[src/rtl/fetx_pkg.sv]
package fetx_pkg;
  localparam int SYM_W = 5;
  localparam int NIB_W = 4;

  localparam logic [SYM_W-1:0] SYM_I = 5'b11111;
  localparam logic [SYM_W-1:0] SYM_J = 5'b11000;
  localparam logic [SYM_W-1:0] SYM_K = 5'b10001;
  localparam logic [SYM_W-1:0] SYM_T = 5'b01101;
  localparam logic [SYM_W-1:0] SYM_R = 5'b00111;
  localparam logic [SYM_W-1:0] SYM_H = 5'b00100;

  localparam logic [1:0] LVL_ZERO = 2'b00;
  localparam logic [1:0] LVL_POS  = 2'b01;
  localparam logic [1:0] LVL_NEG  = 2'b11;

  typedef enum logic [1:0] {
    FR_IDLE, FR_KPEND, FR_DATA, FR_RPEND
  } fr_state_e;

  function automatic logic [SYM_W-1:0] enc_nib(input logic [NIB_W-1:0] n);
    logic [SYM_W-1:0] s;
    unique case (n)
      4'h0: s = 5'b11110;
      4'h1: s = 5'b01001;
      4'h2: s = 5'b10100;
      4'h3: s = 5'b10101;
      4'h4: s = 5'b01010;
      4'h5: s = 5'b01011;
      4'h6: s = 5'b01110;
      4'h7: s = 5'b01111;
      4'h8: s = 5'b10010;
      4'h9: s = 5'b10011;
      4'hA: s = 5'b10110;
      4'hB: s = 5'b10111;
      4'hC: s = 5'b11010;
      4'hD: s = 5'b11011;
      4'hE: s = 5'b11100;
      default: s = 5'b11101;
    endcase
    return s;
  endfunction
endpackage

[src/rtl/fetx_symgen.sv]
module fetx_symgen
  import fetx_pkg::*;
(
  input  logic             clk_i,
  input  logic             rst_ni,
  input  logic             take_i,
  input  logic [NIB_W-1:0] txd_i,
  input  logic             tx_en_i,
  input  logic             tx_er_i,
  output logic [SYM_W-1:0] sym_o,
  output logic             idle_o,
  output logic             data_o
);
  fr_state_e state_q, state_d;

  always_comb begin
    state_d = state_q;
    sym_o   = SYM_I;
    unique case (state_q)
      FR_IDLE: begin
        if (tx_en_i) begin
          sym_o   = SYM_J;
          state_d = FR_KPEND;
        end
      end
      FR_KPEND: begin
        sym_o   = SYM_K;
        state_d = FR_DATA;
      end
      FR_DATA: begin
        if (tx_en_i) begin
          sym_o = tx_er_i ? SYM_H : enc_nib(txd_i);
        end else begin
          sym_o   = SYM_T;
          state_d = FR_RPEND;
        end
      end
      default: begin
        sym_o   = SYM_R;
        state_d = FR_IDLE;
      end
    endcase
  end

  always_ff @(posedge clk_i or negedge rst_ni) begin
    if (!rst_ni)     state_q <= FR_IDLE;
    else if (take_i) state_q <= state_d;
  end

  assign idle_o = (state_q == FR_IDLE);
  assign data_o = (state_q == FR_DATA);

  // a frame always closes with R one strobe after T
  assert_r_follows_t_R6: assert property (@(posedge clk_i) disable iff (!rst_ni)
    (take_i && state_q == FR_RPEND) |=> (state_q == FR_IDLE));
endmodule

[src/rtl/fetx_serializer.sv]
module fetx_serializer
  import fetx_pkg::*;
(
  input  logic             clk_i,
  input  logic             rst_ni,
  input  logic [SYM_W-1:0] sym_i,
  output logic             take_o,
  output logic             bit_o,
  output logic [SYM_W-1:0] sym_cur_o
);
  localparam int PH_W = $clog2(SYM_W);
  localparam logic [PH_W-1:0] PH_LAST = PH_W'(SYM_W - 1);

  logic [PH_W-1:0]  phase_q;
  logic [SYM_W-1:0] sh_q;

  assign take_o = (phase_q == PH_LAST);

  always_ff @(posedge clk_i or negedge rst_ni) begin
    if (!rst_ni) begin
      phase_q   <= '0;
      sh_q      <= SYM_I;
      sym_cur_o <= SYM_I;
    end else if (take_o) begin
      phase_q   <= '0;
      sh_q      <= sym_i;
      sym_cur_o <= sym_i;
    end else begin
      phase_q <= phase_q + 1'b1;
      sh_q    <= {sh_q[SYM_W-2:0], 1'b0};
    end
  end

  assign bit_o = sh_q[SYM_W-1];

  assert_take_gap_R8: assert property (@(posedge clk_i) disable iff (!rst_ni)
    take_o |=> !take_o);
  assert_msb_first_R8: assert property (@(posedge clk_i) disable iff (!rst_ni)
    take_o |=> (bit_o == $past(sym_i[SYM_W-1])));
endmodule

[src/rtl/fetx_scrambler.sv]
module fetx_scrambler #(
  parameter int LFSR_W   = 11,
  parameter int LFSR_TAP = 9,
  parameter logic [LFSR_W-1:0] LFSR_SEED = '1
) (
  input  logic clk_i,
  input  logic rst_ni,
  input  logic bit_i,
  output logic scr_o
);
  logic [LFSR_W-1:0] lfsr_q;
  logic key, fb;

  assign key = lfsr_q[LFSR_W-1];
  assign fb  = lfsr_q[LFSR_W-1] ^ lfsr_q[LFSR_TAP-1];

  always_ff @(posedge clk_i or negedge rst_ni) begin
    if (!rst_ni) begin
      lfsr_q <= LFSR_SEED;
      scr_o  <= 1'b0;
    end else begin
      lfsr_q <= {lfsr_q[LFSR_W-2:0], fb};
      scr_o  <= bit_i ^ key;
    end
  end

  assert_lfsr_live_R7: assert property (@(posedge clk_i) disable iff (!rst_ni)
    lfsr_q != '0);
  assert_scr_mix_R7: assert property (@(posedge clk_i) disable iff (!rst_ni)
    1'b1 |=> (scr_o == ($past(bit_i) ^ $past(lfsr_q[LFSR_W-1]))));
endmodule

[src/rtl/fetx_line.sv]
module fetx_line
  import fetx_pkg::*;
(
  input  logic       clk_i,
  input  logic       rst_ni,
  input  logic       scr_i,
  output logic [1:0] mlt_o
);
  logic       nrzi_q, nrzi_prev_q;
  logic [1:0] idx_q;

  always_ff @(posedge clk_i or negedge rst_ni) begin
    if (!rst_ni) begin
      nrzi_q      <= 1'b0;
      nrzi_prev_q <= 1'b0;
      idx_q       <= '0;
    end else begin
      nrzi_q      <= nrzi_q ^ scr_i;
      nrzi_prev_q <= nrzi_q;
      if (nrzi_q != nrzi_prev_q) idx_q <= idx_q + 1'b1;
    end
  end

  always_comb begin
    unique case (idx_q)
      2'd1:    mlt_o = LVL_POS;
      2'd3:    mlt_o = LVL_NEG;
      default: mlt_o = LVL_ZERO;
    endcase
  end

  assert_mlt_code_R9: assert property (@(posedge clk_i) disable iff (!rst_ni)
    mlt_o != 2'b10);
  assert_mlt_no_jump_pos_R9: assert property (@(posedge clk_i) disable iff (!rst_ni)
    (mlt_o == LVL_POS) |=> (mlt_o != LVL_NEG));
  assert_mlt_no_jump_neg_R9: assert property (@(posedge clk_i) disable iff (!rst_ni)
    (mlt_o == LVL_NEG) |=> (mlt_o != LVL_POS));
  assert_mlt_hold_R9: assert property (@(posedge clk_i) disable iff (!rst_ni)
    !scr_i |=> ##1 $stable(mlt_o));
endmodule

[src/rtl/fetx_tx_path.sv]
module fetx_tx_path
  import fetx_pkg::*;
#(
  parameter int LFSR_W   = 11,
  parameter int LFSR_TAP = 9,
  parameter logic [LFSR_W-1:0] LFSR_SEED = '1
) (
  input  logic             clk_i,
  input  logic             rst_ni,
  input  logic [NIB_W-1:0] txd_i,
  input  logic             tx_en_i,
  input  logic             tx_er_i,
  output logic             nib_take_o,
  output logic [1:0]       mlt_o
);
  logic [SYM_W-1:0] sym_next, sym_cur;
  logic             fr_idle, fr_data;
  logic             ser_bit, scr_bit;

  fetx_symgen u_symgen (
    .clk_i   (clk_i),
    .rst_ni  (rst_ni),
    .take_i  (nib_take_o),
    .txd_i   (txd_i),
    .tx_en_i (tx_en_i),
    .tx_er_i (tx_er_i),
    .sym_o   (sym_next),
    .idle_o  (fr_idle),
    .data_o  (fr_data)
  );

  fetx_serializer u_ser (
    .clk_i     (clk_i),
    .rst_ni    (rst_ni),
    .sym_i     (sym_next),
    .take_o    (nib_take_o),
    .bit_o     (ser_bit),
    .sym_cur_o (sym_cur)
  );

  fetx_scrambler #(
    .LFSR_W    (LFSR_W),
    .LFSR_TAP  (LFSR_TAP),
    .LFSR_SEED (LFSR_SEED)
  ) u_scr (
    .clk_i  (clk_i),
    .rst_ni (rst_ni),
    .bit_i  (ser_bit),
    .scr_o  (scr_bit)
  );

  fetx_line u_line (
    .clk_i  (clk_i),
    .rst_ni (rst_ni),
    .scr_i  (scr_bit),
    .mlt_o  (mlt_o)
  );

  assert_idle_sym_R2: assert property (@(posedge clk_i) disable iff (!rst_ni)
    (nib_take_o && fr_idle && !tx_en_i) |=> (sym_cur == SYM_I));
  assert_start_j_R3: assert property (@(posedge clk_i) disable iff (!rst_ni)
    (nib_take_o && fr_idle && tx_en_i) |=> (sym_cur == SYM_J));
  assert_err_h_R5: assert property (@(posedge clk_i) disable iff (!rst_ni)
    (nib_take_o && fr_data && tx_en_i && tx_er_i) |=> (sym_cur == SYM_H));
  assert_end_t_R6: assert property (@(posedge clk_i) disable iff (!rst_ni)
    (nib_take_o && fr_data && !tx_en_i) |=> (sym_cur == SYM_T));
  assert_reset_level_R1: assert property (@(posedge clk_i)
    !rst_ni |-> (mlt_o == LVL_ZERO && !nib_take_o));
endmodule

[config.mk]
export PLATFORM = sky130hd
export DESIGN_NAME = fetx_tx_path
export DESIGN_NICKNAME = d
export VERILOG_FILES = /design/src/rtl/fetx_pkg.sv /design/src/rtl/fetx_symgen.sv /design/src/rtl/fetx_serializer.sv /design/src/rtl/fetx_scrambler.sv /design/src/rtl/fetx_line.sv /design/src/rtl/fetx_tx_path.sv
export SDC_FILE = /design/constraint.sdc
export NUM_CORES = 1
export LEC_CHECK = 0
export CAP_MARGIN = 25
export CORE_ASPECT_RATIO = 2
export CORE_MARGIN = 10
export CORE_UTILIZATION = 40
export DETAILED_ROUTE_END_ITERATION = 8
export DONT_BUFFER_PORTS = 1
export RECOVER_POWER = 25
export SYNTH_ARGS = -nofsm -noshare
export SYNTH_HDL_FRONTEND = slang
export SYNTH_SLANG_ARGS = --single-unit
[constraint.sdc]
create_clock -name clk_i -period 1.4 [get_ports clk_i]
set_input_delay 0.07 -clock clk_i [delete_from_list [all_inputs] [get_ports clk_i]]
set_output_delay 0.07 -clock clk_i [all_outputs]
set_load 0.005 [all_outputs]
# Word level (Yosys, flattened, before mapping)
# Memories as Yosys holds them, arrays and structs flattened.
# Index checks and enable logic that the tools add are counted.
# op_classes
n_reduce_logical,2
n_mux,10
add_sub_neg,2
bitwise_logic,3
eq_ne,8
# ops
operator,count
$mux W5,3
$pmux W5 S3,1
$mux W3,2
$pmux W2 S3,1
$eq A2 B1 Y1 const B,2
$eq A2 B2 Y1 const B,2
$mux W2,2
$ne A2 B2 Y1 const B,2
$pmux W2 S2,1
$add A3 B1 Y3 const B,1
$eq A3 B3 Y1 const B,1
$reduce_and A3 Y1,1
$xor A1 B1 Y1,3
$add A2 B1 Y2 const B,1
$logic_not A2 Y1,1
$ne A1 B1 Y1,1
# totals
memories,1
output_inout_bits,3
mem_bits_ro,80
wordCells,34
ff_bits,26
# memory_table
memory,words,word_bits,read_ports,rd_ports_with_merged_regs,write_ports,line,source
(no name shown),16,5,1,0,0,fetx_pkg.sv:22,unique case (n)

# Longest topological paths before layout
# Gate-level depths: netlist (run 1).
# An unclocked memory read counts as a cell.
# logic_depth
ltp_word,5
depth_mapped,6
mapped_depth_nobuf,6

# Modules after synthesis
# Synthesis (run 1) repeated with hierarchy kept, for this count alone.
# hier_totals
hier_cells,104
area_unflattened_um2,1332.5
# modules_own_cells
mod,n_inst,area_per_inst_um2,cells_each
fetx_serializer,1,505.5,36
fetx_scrambler,1,331.6,14
fetx_symgen,1,324.1,42
fetx_line,1,171.4,12

# Least setup slack after synthesis (run 1)
# OpenSTA, ideal clock, no wires.
# synth_path
kind,flip-flop to flip-flop
startpoint,reg u_symgen.state_q[0]
endpoint,reg u_ser.sh_q[4]
synth_period_minus_slack_ps,1258
t_arrival_ps,1170
setup_slack_ps,142
path_buffers,0
setup_time_ps,88
stages_incl_launch_ff,6
path_cell_list,dfrtp_1 inv_1 ha_1 nand3b_1 o21bai_1 a221oi_2
# synth_via
elab_chain_cells,3
# synth_rtl
element,line,source
"start, declared",fetx_symgen.sv:14,"fr_state_e state_q, state_d;"
"start signal, assigned",fetx_symgen.sv:47,else if (take_i) state_q <= state_d;
"$eq A2 B2 Y1, or another cell as far along",n/a,
$pmux W5 S3 *,fetx_symgen.sv:19,unique case (state_q)
$mux W5 *,fetx_serializer.sv:24,end else if (take_o) begin
"end signal, assigned",fetx_serializer.sv:26,sh_q <= sym_i;
"end signal, assigned",fetx_serializer.sv:30,"sh_q <= {sh_q[SYM_W-2:0], 1'b0};"
"end, declared",fetx_serializer.sv:15,logic [SYM_W-1:0] sh_q;
# Every way passes the cells marked *; elsewhere a longest branch is shown, timed or not.
# A chain may end at the register's enable or synchronous reset.

# Worst setup path after layout (run 1)
# layout_path
startpoint,reg u_symgen.state_q[0]
endpoint,reg u_symgen.state_q[0]
# layout_via
elab_chain_cells,3
# layout_rtl
element
$eq A2 B2 Y1 / $logic_not A2 Y1 (equally long branches)
$ne A2 B2 Y1 (no source line)
$reduce_and A3 Y1 (no source line)
# Parallel ways exist; a longest one is shown, timed or not.

==> results of run 1 <==
## sequential cells by signal, summed over array words and instances, names as in the netlist
name,count
u_line.idx_q,2
u_line.nrzi_prev_q,1
u_line.nrzi_q,1
u_scr.lfsr_q,11
u_scr.scr_o,1
u_ser.phase_q,3
u_ser.sh_q,5
u_symgen.state_q,2
## power by group through the flow
stage / clock [W] / combinational [W] / sequential, W
after floorplan: 0 / 0.000520 / 0.000989
after global placement: 0 / 0.000655 / 0.00100
after CTS: 0.000622 / 0.000703 / 0.000998
after global routing: 0.000651 / 0.000833 / 0.00102
after detailed placement: 0 / 0.000678 / 0.00101
final: 0.000597 / 0.000731 / 0.00101
## placed cells by master, fill, tap and decap left out, types with 3 or more instances in the layout
cell type | synthesis | routed
sky130_fd_sc_hd__xor2_1 | 6 | 6
sky130_fd_sc_hd__dfstp_2 | 16 | 16
sky130_fd_sc_hd__nor3_1 | 3 | 3
sky130_fd_sc_hd__clkbuf_8 | 0 | 3
sky130_fd_sc_hd__a21oi_1 | 4 | 4
sky130_fd_sc_hd__inv_1 | 8 | 6
sky130_fd_sc_hd__nor2_1 | 8 | 8
sky130_fd_sc_hd__ha_1 | 8 | 6
sky130_fd_sc_hd__dfrtp_1 | 10 | 10
## how the worst min path moves through the flow
stage	end	slack (ps)	depth (start not counted)
floorplan	u_line.idx_q[0]	-230	0
global placement	u_line.idx_q[0]	-220	0
detailed placement	u_line.idx_q[0]	-220	0
CTS	u_ser.sh_q[1]	2	3
global route	u_symgen.state_q[1]	10	2
finish	u_ser.sh_q[1]	1	3
## tightest hold or removal path: cells and delay by family
kind               cells  cell delay (ps)
AOI/OAI and AO/OA      3              200
## layout make-up
class,instances,share of cell area [%]
Inverter,9,3.094
Multi-Input combinational cell,51,32.53
Timing Repair Buffer,4,2.395
Clock inverter,1,2.395
Sequential cell,26,53.49
Clock buffer,3,3.293
Tap cell,28,2.794
## timing repair
item                                    CTS  global route
hold buffers                              2             0
gates resized for setup                   0             9
endpoints found under the hold margin    26             0
endpoints found under the setup margin    0             5
## through the flow
step	std cells	TNS (ps)
5_1_grt	122	-10.64
4_1_cts	122	0
3_3_place_gp	116	0
2_1_floorplan	86	0
3_5_place_dp	116	0
6_report	122	0
## logic make-up after synthesis
group | count (synthesis)
flip-flops | 26
adder cells (fa/ha/maj) | 8
AND/OR/NAND/NOR | 18
multiplexers | 1
buffers and inverters | 9
AO/OA/AOI/OAI | 18
XOR/XNOR | 6
## layer usage
| layer | share of wire (%) | vias up |
|---|---|---|
| met5 | 0 | - |
| met4 | 2.6 | 0 |
| met3 | 6.5 | 4 |
| met2 | 54 | 12 |
| met1 | 37 | 321 |
| li1 | - | 302 |
==> results_dict.tcl, run 1 <==
set metrics [dict create \
    grt_first_pass_wirelength_um 3111 \
    grt_pass1_vias 702 \
    synth_ff_type "sky130_fd_sc_hd__dfstp_2" \
    synth_largest_area_cell "sky130_fd_sc_hd__dfstp_2" \
    critical-path-top-delay-family "compound AO/OA/AOI/OAI gates" \
    detailed_place.area_um2 1144 \
    core_area_um2 2603 \
    routabilityCongestion 0.7404 \
    worst_ir_drop_vdd_uv 945.3 \
    largest_family_of_logic_cells_by_synthesized_area "compound AO/OA/AOI/OAI gates" \
    report.final.hold_viol_count 0 \
    power.static_leakage_nw 0.5617 \
    slowest_cp_cell "sky130_fd_sc_hd__dfrtp_1" \
    antenna_left 0 \
    detailedRoute.firstIterationViolations 15 \
    clkTransAtPathRegs_ps 80 \
    maxCapViolCount 0 \
    report.power.total_w 0.002334 \
    area_growth_syn_to_layout_pct 14.65 \
    total_switching_power_w 0.0006755 \
    fp.dieW_um 56.97 \
    synth.most_common_cell "sky130_fd_sc_hd__dfstp_2" \
    critPathArrivalTime_ps 1530 \
    dp_slack_ps 51.09 \
    route.detailed.vias_per_inst 5.238 \
    synth.mux.area_fraction_pct 1.030 \
    power_switching_share_pct 28.94 \
    slew_headroom_pct 60.04 \
    power-per-cell-area_nw_per_um2 1862 \
    nFillCells 253 \
    max_slew.worst_pin.slew_ps 599.4 \
    synth_cell_types 26 \
    sequential_share_of_the_synthesized_area_pct 61.33 \
    drive_gt1_share_pct 37.23 \
    skew_ps 1.730 \
    critical_path.cell_chain "inv_2, ha_2, nor2b_4, a211oi_2, o32a_1" \
    vias 639 \
    reg2reg_setup_slack_ps 80 \
    seq_power_share_pct 43.1 \
    min-delay-path-class "in -> reg" \
    grt_util_all_layers_pct 7.193 \
    num-nets-final 111 \
    regToRegEndpoint "u_symgen.state_q[0]" \
    cts-root-buf "sky130_fd_sc_hd__clkbuf_8" \
    yosysTopAreaCellShare_pct 38.44 \
    setup-violations-final 0 \
    die_height_um 93.95 \
    synth_seq_cells 26 \
    timing.final.ws_setup_ps 77.82 \
    worst_setup_path_end_kind "register" \
    htreeDepth 1 \
    mappedNetlistNets 102 \
    antenna_found_initial 0 \
    drt_drc_violations_left 0 \
    async_flop_share_pct 100.0 \
    synth_top_cells_by_area "sky130_fd_sc_hd__dfstp_2 (38%), sky130_fd_sc_hd__dfrtp_1 (23%), sky130_fd_sc_hd__ha_1 (9.2%)" \
    critical-path-max-stage-delay_ps 420 \
    critical_path_class "reg -> reg" \
    cts-buffers-inserted 3 \
    status "finished, final reports clean" \
    route.final.wire_length_um 1720 \
    synth-compound-area-share_pct 12.47 \
    post-dp-hpwl_um 1311 \
    post_synth_and_or_nand_nor_area_fraction_pct 8.009 \
    p_comb_share_pct 31.3 \
    gr-max-usage-layer "met2" \
    grt_use_met2_pct 11.64 \
    multi_input_area_um2 407.9 \
    worst_hold_slack_ps 0.9800 \
    synthesis.instances 86 \
    synth.avg_cell_area_um2 12.72 \
    setup.worst_path.end "u_symgen.state_q[0]" \
    hp-start "txd_i[0]" \
    seqCellArea_um2 670.6 \
    design_area_um2 1254 \
    grt_overflow 0 \
    post-route-min-period_ps 1322 \
    cellInternalPower_w 0.001659 \
    timing.rr.start "u_symgen.state_q[0]" \
    slew_violations 0 \
    floorplan.io_pins 11 \
    clock_sinks 26 \
    cts_post_setup_buffers_inserted 0 \
    num_antenna_cells 0 \
    tritoncts "built" \
    max_freq_mhz 756.3 \
    clock_tree.buffer_depth 2 \
    worst-path-max-fanout 4 \
    cp.depth 5 \
    final_core_utilization_pct 48.17 \
    synth-edff-count 0 \
    netlist_area_um2 1094 \
    synth_fa_ha_area_share_pct 9.153 \
    met3_usage_pct 2.846 \
    yosys.area_share.xor_xnor_pct 4.805 \
    wire_per_inst_um 14.10 \
    final.period_utilization_pct 94.44 \
    initial_core_util_pct 42.02 \
    drt_pre_antenna_iters 2 \
    worst_r2r_path_depth 5 \
    crit_path_start_kind "register" \
    grtUsageMet1_pct 7.177 \
    worst_skew_pair.late_latency_ps 260 \
    worstPathRequired_ps 1600 \
    grt_max_degree 27 \
    share_clk_of_total_power_pct 25.6 \
    synth.cells.most_frequent "sky130_fd_sc_hd__dfstp_2 (16), sky130_fd_sc_hd__dfrtp_1 (10), sky130_fd_sc_hd__ha_1 (8), sky130_fd_sc_hd__inv_1 (8), sky130_fd_sc_hd__nor2_1 (8)" \
    die_area_um2 5352 \
    cp-startpoint "u_symgen.state_q[0]" \
    port_buffers 0 \
    fp-row-count 26 \
    critPathBufInv 1 \
    synth-warning-count 0 \
]
No activity file was read; power rests on OpenSTA's default activity.
==> run 2, diff against run 1 <==
- SYNTH_HIERARCHICAL: default -> 1
==> results_dict.tcl, run 2 <==
set metrics [dict create \
    slowest_cp_cell "sky130_fd_sc_hd__dfrtp_2" \
    tritoncts "built" \
    worstPathRequired_ps 1560 \
    grt_util_all_layers_pct 8.661 \
    synth-warning-count 6 \
    regToRegEndpoint "u_symgen/state_q[1]" \
    grt_max_degree 27 \
    cts-root-buf "sky130_fd_sc_hd__clkbuf_8" \
    post-route-min-period_ps 1426 \
    worst-path-max-fanout 7 \
    critPathArrivalTime_ps 1590 \
    post-dp-hpwl_um 1464 \
    htreeDepth 1 \
    worst_setup_path_end_kind "register" \
    report.power.total_w 0.003256 \
    worst_r2r_path_depth 6 \
    mappedNetlistNets 110 \
    routabilityCongestion 0.7862 \
    nFillCells 225 \
    die_height_um 96.28 \
    initial_core_util_pct 42.01 \
    critical-path-max-stage-delay_ps 430 \
    failed_checks "negative setup slack" \
    clkTransAtPathRegs_ps 80 \
    power.static_leakage_nw 0.7011 \
    drt_pre_antenna_iters 4 \
    final.period_utilization_pct 101.9 \
    most_frequent_standard_cell_in_the_layout_excluding_fill_and_tap_cells "sky130_fd_sc_hd__dfstp_2" \
    port_buffers 0 \
    netlist_area_um2 1164 \
    grt_pass1_vias 851 \
    worst_skew_pair.late_latency_ps 270 \
    detailedRoute.firstIterationViolations 10 \
    slew_headroom_pct 59.66 \
    slew_violations 0 \
    crit_path_start_kind "register" \
    vias 769 \
    setup.worst_path.end "u_symgen/state_q[1]" \
    route.final.wire_length_um 2251 \
    report.final.hold_viol_count 0 \
    largest_register_ffs 11 \
    antenna_found_initial 0 \
    floorplan.io_pins 11 \
    route.detailed.vias_per_inst 5.415 \
    status "finished with violations" \
    multi_input_area_um2 623.1 \
    largest_register "u_scr/lfsr_q" \
    timing.final.ws_setup_ps -26.04 \
    fp.dieW_um 58.14 \
    critical_path_class "reg -> reg" \
    max_freq_mhz 701.2 \
    cts-buffers-inserted 3 \
    wire_per_inst_um 15.85 \
    drt_drc_violations_left 0 \
    area_growth_syn_to_layout_pct 37.20 \
    synth.avg_cell_area_um2 12.38 \
    rsz0062_at_grt "yes" \
    drive_gt1_share_pct 60.18 \
    grt_overflow 0 \
    core_area_um2 2770 \
    die_area_um2 5597 \
    max_slew.worst_pin.slew_ps 605.1 \
    power-per-cell-area_nw_per_um2 2039 \
    top_regs "u_scr/lfsr_q: 11 flops, u_ser/sh_q: 5 flops, u_ser/phase_q: 3 flops" \
    fp-row-count 27 \
    dp_slack_ps -107.3 \
    worst_ir_drop_vdd_uv 1128 \
    skew_ps 3.073 \
    grt_first_pass_wirelength_um 3870 \
    antenna_left 0 \
    reg2reg_setup_slack_ps -30 \
    critical_path.cell_chain "inv_4, ha_4, buf_6, mux2i_2, a21oi_1, a31o_2" \
    num_antenna_cells 0 \
    whs_path_depth 2 \
    maxCapViolCount 0 \
    min-delay-path-class "in -> reg" \
    hp-start "tx_en_i" \
    cp-startpoint "u_symgen/state_q[0]" \
    final_core_utilization_pct 57.63 \
    timing.rr.start "u_symgen/state_q[0]" \
    seqCellArea_um2 671.9 \
    setup-violations-final 2 \
    setup_total_negative_slack_ps -37.17 \
    num-nets-final 130 \
    most-common-layout-cells "sky130_fd_sc_hd__dfstp_2 (16), sky130_fd_sc_hd__buf_4 (9), sky130_fd_sc_hd__dfrtp_1 (9), sky130_fd_sc_hd__inv_1 (6)" \
    clock_sinks 26 \
    synthesis.instances 94 \
    worst_hold_slack_ps 27.92 \
    clock_tree.buffer_depth 2 \
]
-- run 2: final cells by class --
cell class,instances,share of cell area [%]
Multi-Input combinational cell,56,39.03
Timing Repair Buffer,16,9.248
Tap cell,29,2.273
Clock inverter,1,1.881
Inverter,11,2.900
Sequential cell,26,42.08
Clock buffer,3,2.586
-- run 2: power by group --
part	internal (W)	leakage (nW)	total [W]	switching, W
Combinational	0.000961	0.380	0.00164	0.000679
Clock	0.000382	0.0357	0.000608	0.000225
Sequential	0.000908	0.285	0.00101	0.0000998
-- run 2: how the worst min path moves through the flow --
stage	slack (ps)	endpoint
2_1_floorplan	-230	u_line/idx_q[0]
3_3_place_gp	-220	u_symgen/state_q[1]
3_5_place_dp	-220	u_symgen/state_q[1]
4_1_cts	30	u_symgen/state_q[0]
5_1_grt	50	u_symgen/state_q[0]
6_report	30	u_symgen/state_q[0]
-- run 2: worst max-delay path: cells and delay by family, from the launching register on --
kind            cells  cell delay, ps
mux                 1             170
compound gates      2             300
buf+inv             2             200
fa+ha+maj           1             220
flops               1             430
-- run 2: what timing repair did --
item,4_1_cts,5_1_grt
pin swaps,4,13
setup endpoints to repair,5,6
endpoints found under the hold margin,26,0
gates resized for setup,15,27
buffers inserted,3,4
hold buffers,2,0
-- run 2: layer usage --
metal,GRT usage [%],routed length (um)
met5,0,0
met2,15.20,1204
met3,2.507,130
met4,5.709,70
met1,8.512,846
-- run 2: per-stage QoR --
| step | instances | area (um^2) |
|---|---|---|
| 2_1_floorplan | 94 | 1170 |
| 3_3_place_gp | 129 | 1247 |
| 3_5_place_dp | 129 | 1247 |
| 4_1_cts | 138 | 1455 |
| 5_1_grt | 142 | 1597 |
| 6_report | 142 | 1597 |
